**src/rtl/notif_pkg.sv**
```systemverilog
package notif_pkg;

    localparam int WORD_W = 64;
    localparam int BASE_LSB = 32;

    typedef struct packed {
        logic [WORD_W-1:0] addr;
        logic [WORD_W-1:0] data;
    } notif_req_t;

    // Reorder bytes so that the most significant byte lands in lane 0.
    function automatic logic [WORD_W-1:0] to_big_endian(input logic [WORD_W-1:0] v);
        logic [WORD_W-1:0] r;
        for (int i = 0; i < WORD_W / 8; i++) begin
            r[8*i +: 8] = v[8*(WORD_W/8-1-i) +: 8];
        end
        return r;
    endfunction

endpackage

```
**src/rtl/notif_former.sv**
```systemverilog
module notif_former
    import notif_pkg::*;
#(
    parameter int NUM_SRC = 14,
    parameter int SRC_W   = 4
) (
    input  logic              trig_valid,
    input  logic [SRC_W-1:0]  trig_src,
    input  logic [WORD_W-1:0] cfg_port,
    input  logic [WORD_W-1:0] cfg_offset,
    output logic              push,
    output notif_req_t        req
);
    localparam int BASE_W = WORD_W - BASE_LSB;

    logic              in_range;
    logic [WORD_W-1:0] number;

    always_comb begin
        in_range = ({1'b0, trig_src} < (SRC_W+1)'(NUM_SRC));
        push     = trig_valid && cfg_port[0] && in_range;
        number   = {{(WORD_W-BASE_W){1'b0}}, cfg_offset[WORD_W-1:BASE_LSB]}
                 + {{(WORD_W-SRC_W){1'b0}}, trig_src};
        req.addr = {cfg_port[WORD_W-1:1], 1'b0};
        req.data = to_big_endian(number);
    end

endmodule

```
**src/rtl/notif_fifo.sv**
```systemverilog
module notif_fifo
    import notif_pkg::*;
#(
    parameter int DEPTH = 4
) (
    input  logic       clk,
    input  logic       rst,
    input  logic       push,
    input  notif_req_t din,
    input  logic       pop,
    output notif_req_t dout,
    output logic       empty,
    output logic       full
);
    localparam int PTR_W = (DEPTH > 1) ? $clog2(DEPTH) : 1;
    localparam int CNT_W = $clog2(DEPTH + 1);
    localparam logic [PTR_W-1:0] LAST = PTR_W'(DEPTH - 1);

    notif_req_t       mem [DEPTH];
    logic [PTR_W-1:0] wr_ptr, rd_ptr;
    logic [CNT_W-1:0] count;
    logic             do_push, do_pop;

    always_comb begin
        empty   = (count == '0);
        full    = (count == CNT_W'(DEPTH));
        do_push = push && !full;
        do_pop  = pop && !empty;
        dout    = mem[rd_ptr];
    end

    always_ff @(posedge clk) begin
        if (do_push) begin
            mem[wr_ptr] <= din;
        end
    end

    always_ff @(posedge clk) begin
        if (rst) begin
            wr_ptr <= '0;
            rd_ptr <= '0;
            count  <= '0;
        end else begin
            if (do_push) begin
                wr_ptr <= (wr_ptr == LAST) ? '0 : wr_ptr + 1'b1;
            end
            if (do_pop) begin
                rd_ptr <= (rd_ptr == LAST) ? '0 : rd_ptr + 1'b1;
            end
            case ({do_push, do_pop})
                2'b10:   count <= count + 1'b1;
                2'b01:   count <= count - 1'b1;
                default: count <= count;
            endcase
        end
    end

    // occupancy never exceeds the storage
    assert_count_bound_R7: assert property (@(posedge clk) disable iff (rst)
        count <= CNT_W'(DEPTH));

    // a pop with nothing pending does not change occupancy
    assert_no_underflow_R7: assert property (@(posedge clk) disable iff (rst)
        (empty && !push) |=> (count == '0));

endmodule

```
**src/rtl/notif_writer.sv**
```systemverilog
module notif_writer
    import notif_pkg::*;
#(
    parameter int NUM_SRC = 14,
    parameter int SRC_W   = 4,
    parameter int DEPTH   = 4
) (
    input  logic              clk,
    input  logic              rst,
    input  logic              trig_valid,
    input  logic [SRC_W-1:0]  trig_src,
    input  logic [WORD_W-1:0] cfg_port,
    input  logic [WORD_W-1:0] cfg_offset,
    output logic              wr_valid,
    input  logic              wr_ready,
    output logic [WORD_W-1:0] wr_addr,
    output logic [WORD_W-1:0] wr_data,
    output logic              ovf
);
    logic       fmt_push;
    notif_req_t fmt_req;
    notif_req_t head;
    logic       q_empty, q_full, q_pop;
    logic       ovf_q;

    notif_former #(
        .NUM_SRC (NUM_SRC),
        .SRC_W   (SRC_W)
    ) u_former (
        .trig_valid (trig_valid),
        .trig_src   (trig_src),
        .cfg_port   (cfg_port),
        .cfg_offset (cfg_offset),
        .push       (fmt_push),
        .req        (fmt_req)
    );

    notif_fifo #(
        .DEPTH (DEPTH)
    ) u_fifo (
        .clk   (clk),
        .rst   (rst),
        .push  (fmt_push),
        .din   (fmt_req),
        .pop   (q_pop),
        .dout  (head),
        .empty (q_empty),
        .full  (q_full)
    );

    always_comb begin
        wr_valid = !q_empty;
        wr_addr  = head.addr;
        wr_data  = head.data;
        q_pop    = wr_valid && wr_ready;
        ovf      = ovf_q;
    end

    always_ff @(posedge clk) begin
        if (rst) begin
            ovf_q <= 1'b0;
        end else begin
            ovf_q <= fmt_push && q_full;
        end
    end

    // a stalled request keeps valid, address and data
    assert_hold_R6: assert property (@(posedge clk) disable iff (rst)
        (wr_valid && !wr_ready) |=> (wr_valid && $stable(wr_addr) && $stable(wr_data)));

    // the issued address never carries the enable bit
    assert_addr_even_R2: assert property (@(posedge clk) disable iff (rst)
        wr_valid |-> (wr_addr[0] == 1'b0));

    // a disabled trigger into an empty queue leaves it empty
    assert_disabled_quiet_R3: assert property (@(posedge clk) disable iff (rst)
        (q_empty && trig_valid && !cfg_port[0]) |=> (!wr_valid && !ovf));

    // an overflow pulse only follows a full queue
    assert_no_overflow_R8: assert property (@(posedge clk) disable iff (rst)
        ovf |-> $past(q_full));

    // the overflow pulse lasts one cycle unless another drop follows
    assert_ovf_pulse_R8: assert property (@(posedge clk) disable iff (rst)
        (ovf && !(fmt_push && q_full)) |=> !ovf);

endmodule

```
**config.mk**
```make
export PLATFORM = sky130hd
export DESIGN_NAME = notif_writer
export DESIGN_NICKNAME = d
export VERILOG_FILES = /design/src/rtl/notif_pkg.sv /design/src/rtl/notif_former.sv /design/src/rtl/notif_fifo.sv /design/src/rtl/notif_writer.sv
export SDC_FILE = /design/constraint.sdc
export NUM_CORES = 1
export LEC_CHECK = 0
export BUFFER_PORTS_ARGS = -buffer_cell sky130_fd_sc_hd__buf_2
export CORE_ASPECT_RATIO = 2
export CORE_MARGIN = 8
export CORE_UTILIZATION = 40
export DETAILED_ROUTE_END_ITERATION = 16
export GPL_TIMING_DRIVEN = 0
export HOLD_SLACK_MARGIN = 0.1
export SETUP_SLACK_MARGIN = 0.1
export SLEW_MARGIN = 20
export SYNTH_ARGS = -nofsm -noshare
export SYNTH_HDL_FRONTEND = slang
export SYNTH_SLANG_ARGS = --single-unit
```
**constraint.sdc**
```tcl
create_clock -name clk -period 5.4 [get_ports clk]
set_input_delay 1.35 -clock clk [delete_from_list [all_inputs] [get_ports clk]]
set_output_delay 1.35 -clock clk [all_outputs]
set_load 0.005 [all_outputs]
```
==> summary.md <==
| Metric | Value |
|---|---|
| Worst setup path class | flip-flop to output port |
| Final wirelength | 33500 um |
| Layout area overhead | 20.3% |
| Cell area after technology mapping | about 15000 sq um |
| Starting density of the core | 40.5% |
| Number of maximum-capacitance constraint violations | 0 |
| RSZ-0062 raised after global routing | no |
| Synth Flop Type | sky130_fd_sc_hd__edfxtp_1 |
| Placed Cells incl. Taps | approximately 1500 |
| Horizontal extent of the die | roughly 150 um |
| Synth cell types | 44 |
| First-pass GRT wire length | 50200 um |
| Met2 usage | 28.1% |
| Resized cells post-CTS | 0 |
| Finished Layout Cells | 1524 |
| Count of routing violations after the opening detailed-route iteration | 376 |
| Drt wl/cell | ~22 um |
| IO buf count | 198 |
| Dpl hpwl | 22900 um |
| Maximum frequency from static timing analysis | 234 MHz |
| Hold_buf cts | 0 |
| Global-route total usage across every layer | 14.7% |
| Fraction of final layout cells with drive strength greater than 1 | 41.2% |
| Maximum clock skew at final layout | 0.0172 ns |
| Proportion of synthesized chip area in sequential cells | 76.1% |
| Number of vias in the routed layout | about 7600 |
| Final setup slack of the worst path | 1.13 ns |
| Clock-pin slew on the worst setup and hold paths | 0.06 ns |
| Startpoint class of the critical path | flip-flop |
| Slew HR | 43.2% |
| Largest delay share family, worst path | buffers and inverters |
| Outcome | complete, no violations |
| Final routed DRC violation total | 0 |
| List of cells traversed by the critical path | buf_2 -> clkbuf_1 -> clkbuf_1 -> mux4_2 -> buf_2 |
| Row Count | between 100 and 150 |
| CP max stage delay | about 0.67 ns |
| Number of antenna-violating nets in the routed design | 0 |
| Area of the core | 38000 sq um |
| TritonCTS clock tree | yes |
| Post-synth EDFFs | 384 |
| Worst path arrival time | 2.92 ns |
| Number of iterations in the first detailed-routing pass | 4 |
| Final non-filler cell area | 18500 sq um |
| Highest net fanout along the worst path | 10 |
| Met3 routing resource usage after global routing | 3.43% |
| Clock Root Buffer | sky130_fd_sc_hd__clkbuf_16 |
| Master of the slowest instance on the critical path | sky130_fd_sc_hd__clkbuf_1 |
| Power per standard cell area | 389 nW/um^2 |
| Worst skew pair latency | ~0.52 ns |
| Aggregate negative setup slack | 0 ns |
| Critical path buffer and inverter count | 4 |
| Die Footprint | 45400 sq um |
| Sink count of the clock tree | 394 |
| Final Hold Slack | 0.481 ns |
| Via count of the first global-routing pass | approximately 8300 |
| Fin nets | 1128 |
| Class of the tightest hold or removal check | flip-flop to flip-flop |
| Count of pins over their slew limit | 0 |
| Largest net degree at the start of global routing | 43 |
| Syn Inst Count | 706 |
| Tcrit/Tclk final | 79.0% |
| Final setup violation count | 0 |
| Synth Warn # | 0 |
| Type of destination of the critical path | output port |
| Worst vdd ir | 0.282 mV |
| Buffer levels on the longest clock path | 3 |
| Proportion of synthesized flip-flops having asynchronous set or reset | 0% |
| Met1 Track Usage GR | between 10% and 20% |
| Clock buffer count from CTS | 35 |
| Ports | 266 |
| Required time at the endpoint of the critical path | a little over 4 ns |
| Placed instance area | 17400 sq um |
| Number of antenna violations at the first check in global routing | 4 |
| Leakage Power | 6.32 nW |
| Synthesized area divided by synthesized cell count | roughly 22 sq um |
| Most crowded layer after global routing | met2 |
| Number of synthesized register bits | around 390 |
| Via-to-Cell Ratio | roughly 5.0 |
| Die Ht | 294 um |
| # Post-CTS Setup Buffers | 0 |
| Aggregate global routing overflow | 0 |
| Minimum clock period | 4.27 ns |
| Transition time at the pin with the least slew margin | 0.853 ns |
| Placement-stage worst setup slack | 1.64 ns |
| Clock H-tree levels | 2 |
| Hold Fails Final Rpt | 0 |
| Weighted congestion at the end of routability-driven global placement | roughly 0.73 |
-- path summary, 6_finish.rpt --
kind | startpoint | end | slack (ns) | cells after the start
max reg2reg | u_fifo.count[2] | u_fifo.mem[3][59] | 3.16 | 4
min | u_fifo.rd_ptr[1] | flip-flop | 0.48 | 2
max | flip-flop | wr_addr[24] | 1.13 | 5
min reg2reg | u_fifo.rd_ptr[1] | flip-flop | 0.48 | 2
-- metal layers --
metal  vias to the layer above  share of wire, %
met5                         -             0.039
met4                         2               2.6
met3                        51               5.8
met2                       242                56
met1                      3866                35
li1                       3406                 -
-- placed cells by master (no fill, tap or decap), types with 6 or more instances in the layout --
master / instances
sky130_fd_sc_hd__buf_2: 211
sky130_fd_sc_hd__nand2_1: 15
sky130_fd_sc_hd__clkinv_2: 6
sky130_fd_sc_hd__ha_1: 10
sky130_fd_sc_hd__inv_1: 9
sky130_fd_sc_hd__nand3_1: 9
sky130_fd_sc_hd__mux4_2: 96
sky130_fd_sc_hd__buf_16: 7
sky130_fd_sc_hd__a21oi_1: 7
sky130_fd_sc_hd__edfxtp_1: 384
sky130_fd_sc_hd__conb_1: 32
sky130_fd_sc_hd__nor3_1: 6
sky130_fd_sc_hd__clkbuf_1: 19
sky130_fd_sc_hd__xor2_1: 17
sky130_fd_sc_hd__dfxtp_1: 10
sky130_fd_sc_hd__xnor2_1: 14
sky130_fd_sc_hd__nand4_1: 12
sky130_fd_sc_hd__buf_4: 33
sky130_fd_sc_hd__clkbuf_16: 37
sky130_fd_sc_hd__nor2_1: 11
-- cell type report --
cell class	count	area, sq um
timing repair buffer	206	1200
clock buffer	45	956
tap	515	644
multi-input combinational	275	3410
clock inverter	18	195
inverter	9	33.8
buffer	59	362
fill	3167	19500
sequential	394	11700
antenna	3	7.51
-- stage by stage --
step,utilization [%],total power [W]
2_1_floorplan,-,0.00430
3_3_place_gp,45.1,0.00481
3_5_place_dp,45.7,0.00482
4_1_cts,48.7,0.00736
5_1_grt,48.7,0.00753
6_report,48.7,0.00722
-- power by group --
part           switching, W  internal, W  total (W)  leakage, nW
clock               0.00106      0.00145    0.00251        0.566
combinational      0.000605     0.000609    0.00121         2.19
sequential        0.0000269      0.00347    0.00349         3.57
-- Yosys cell counts (2+ instances only) --
library cell | number | share of area, %
sky130_fd_sc_hd__nor3_2 | 3 | 0.19
sky130_fd_sc_hd__buf_2 | 13 | 0.42
sky130_fd_sc_hd__buf_4 | 33 | 1.6
sky130_fd_sc_hd__and3_1 | 5 | 0.20
sky130_fd_sc_hd__clkbuf_1 | 11 | 0.27
sky130_fd_sc_hd__nor3b_1 | 4 | 0.19
sky130_fd_sc_hd__nor4_1 | 2 | 0.081
sky130_fd_sc_hd__nand4_1 | 12 | 0.49
sky130_fd_sc_hd__dfxtp_1 | 10 | 1.3
sky130_fd_sc_hd__and2_1 | 4 | 0.16
sky130_fd_sc_hd__fa_1 | 2 | 0.26
sky130_fd_sc_hd__edfxtp_1 | 384 | 75
sky130_fd_sc_hd__nand3_1 | 9 | 0.29
sky130_fd_sc_hd__a21oi_1 | 7 | 0.23
sky130_fd_sc_hd__a211o_1 | 2 | 0.11
sky130_fd_sc_hd__xor2_1 | 17 | 0.97
sky130_fd_sc_hd__mux2i_1 | 2 | 0.13
sky130_fd_sc_hd__inv_1 | 9 | 0.22
sky130_fd_sc_hd__nor2_1 | 11 | 0.27
sky130_fd_sc_hd__nand4b_1 | 2 | 0.11
sky130_fd_sc_hd__or3_1 | 3 | 0.12
sky130_fd_sc_hd__buf_1 | 2 | 0.049
sky130_fd_sc_hd__xnor2_1 | 14 | 0.80
sky130_fd_sc_hd__nor3_1 | 6 | 0.19
sky130_fd_sc_hd__ha_1 | 10 | 0.81
sky130_fd_sc_hd__nor4_4 | 2 | 0.28
sky130_fd_sc_hd__mux4_2 | 96 | 14
sky130_fd_sc_hd__nand2_1 | 15 | 0.37
-- worst reg2reg max path, stage by stage, from the launching register on --
cell	delay (ns)
sky130_fd_sc_hd__dfxtp_1	0.32
sky130_fd_sc_hd__nor3b_1	0.16
sky130_fd_sc_hd__nor3b_2	0.48
sky130_fd_sc_hd__and2_4	0.59
sky130_fd_sc_hd__buf_16	0.32
-- state kept, by name (all words and copies together), names as in the netlist, named ones only --
name	flops
ovf	1
u_fifo.mem	384
u_fifo.count	3
u_fifo.rd_ptr	2
u_fifo.wr_ptr	2
-- kinds of logic (layout without fill, tap and decap cells) --
kind of cell / count (synthesis) / count (layout) / share of synthesized area [%]
other: 1 / 35 / 0.0243
AND/OR/NAND/NOR: 86 / 86 / 3.44
multiplexers: 98 / 98 / 14.2
XOR/XNOR: 31 / 31 / 1.76
adder cells (fa/ha/maj): 12 / 12 / 1.07
buffers and inverters: 68 / 337 / 2.57
flip-flops: 394 / 394 / 76.1
AO/OA/AOI/OAI: 16 / 16 / 0.844
Power figures use the tool's default switching activity.
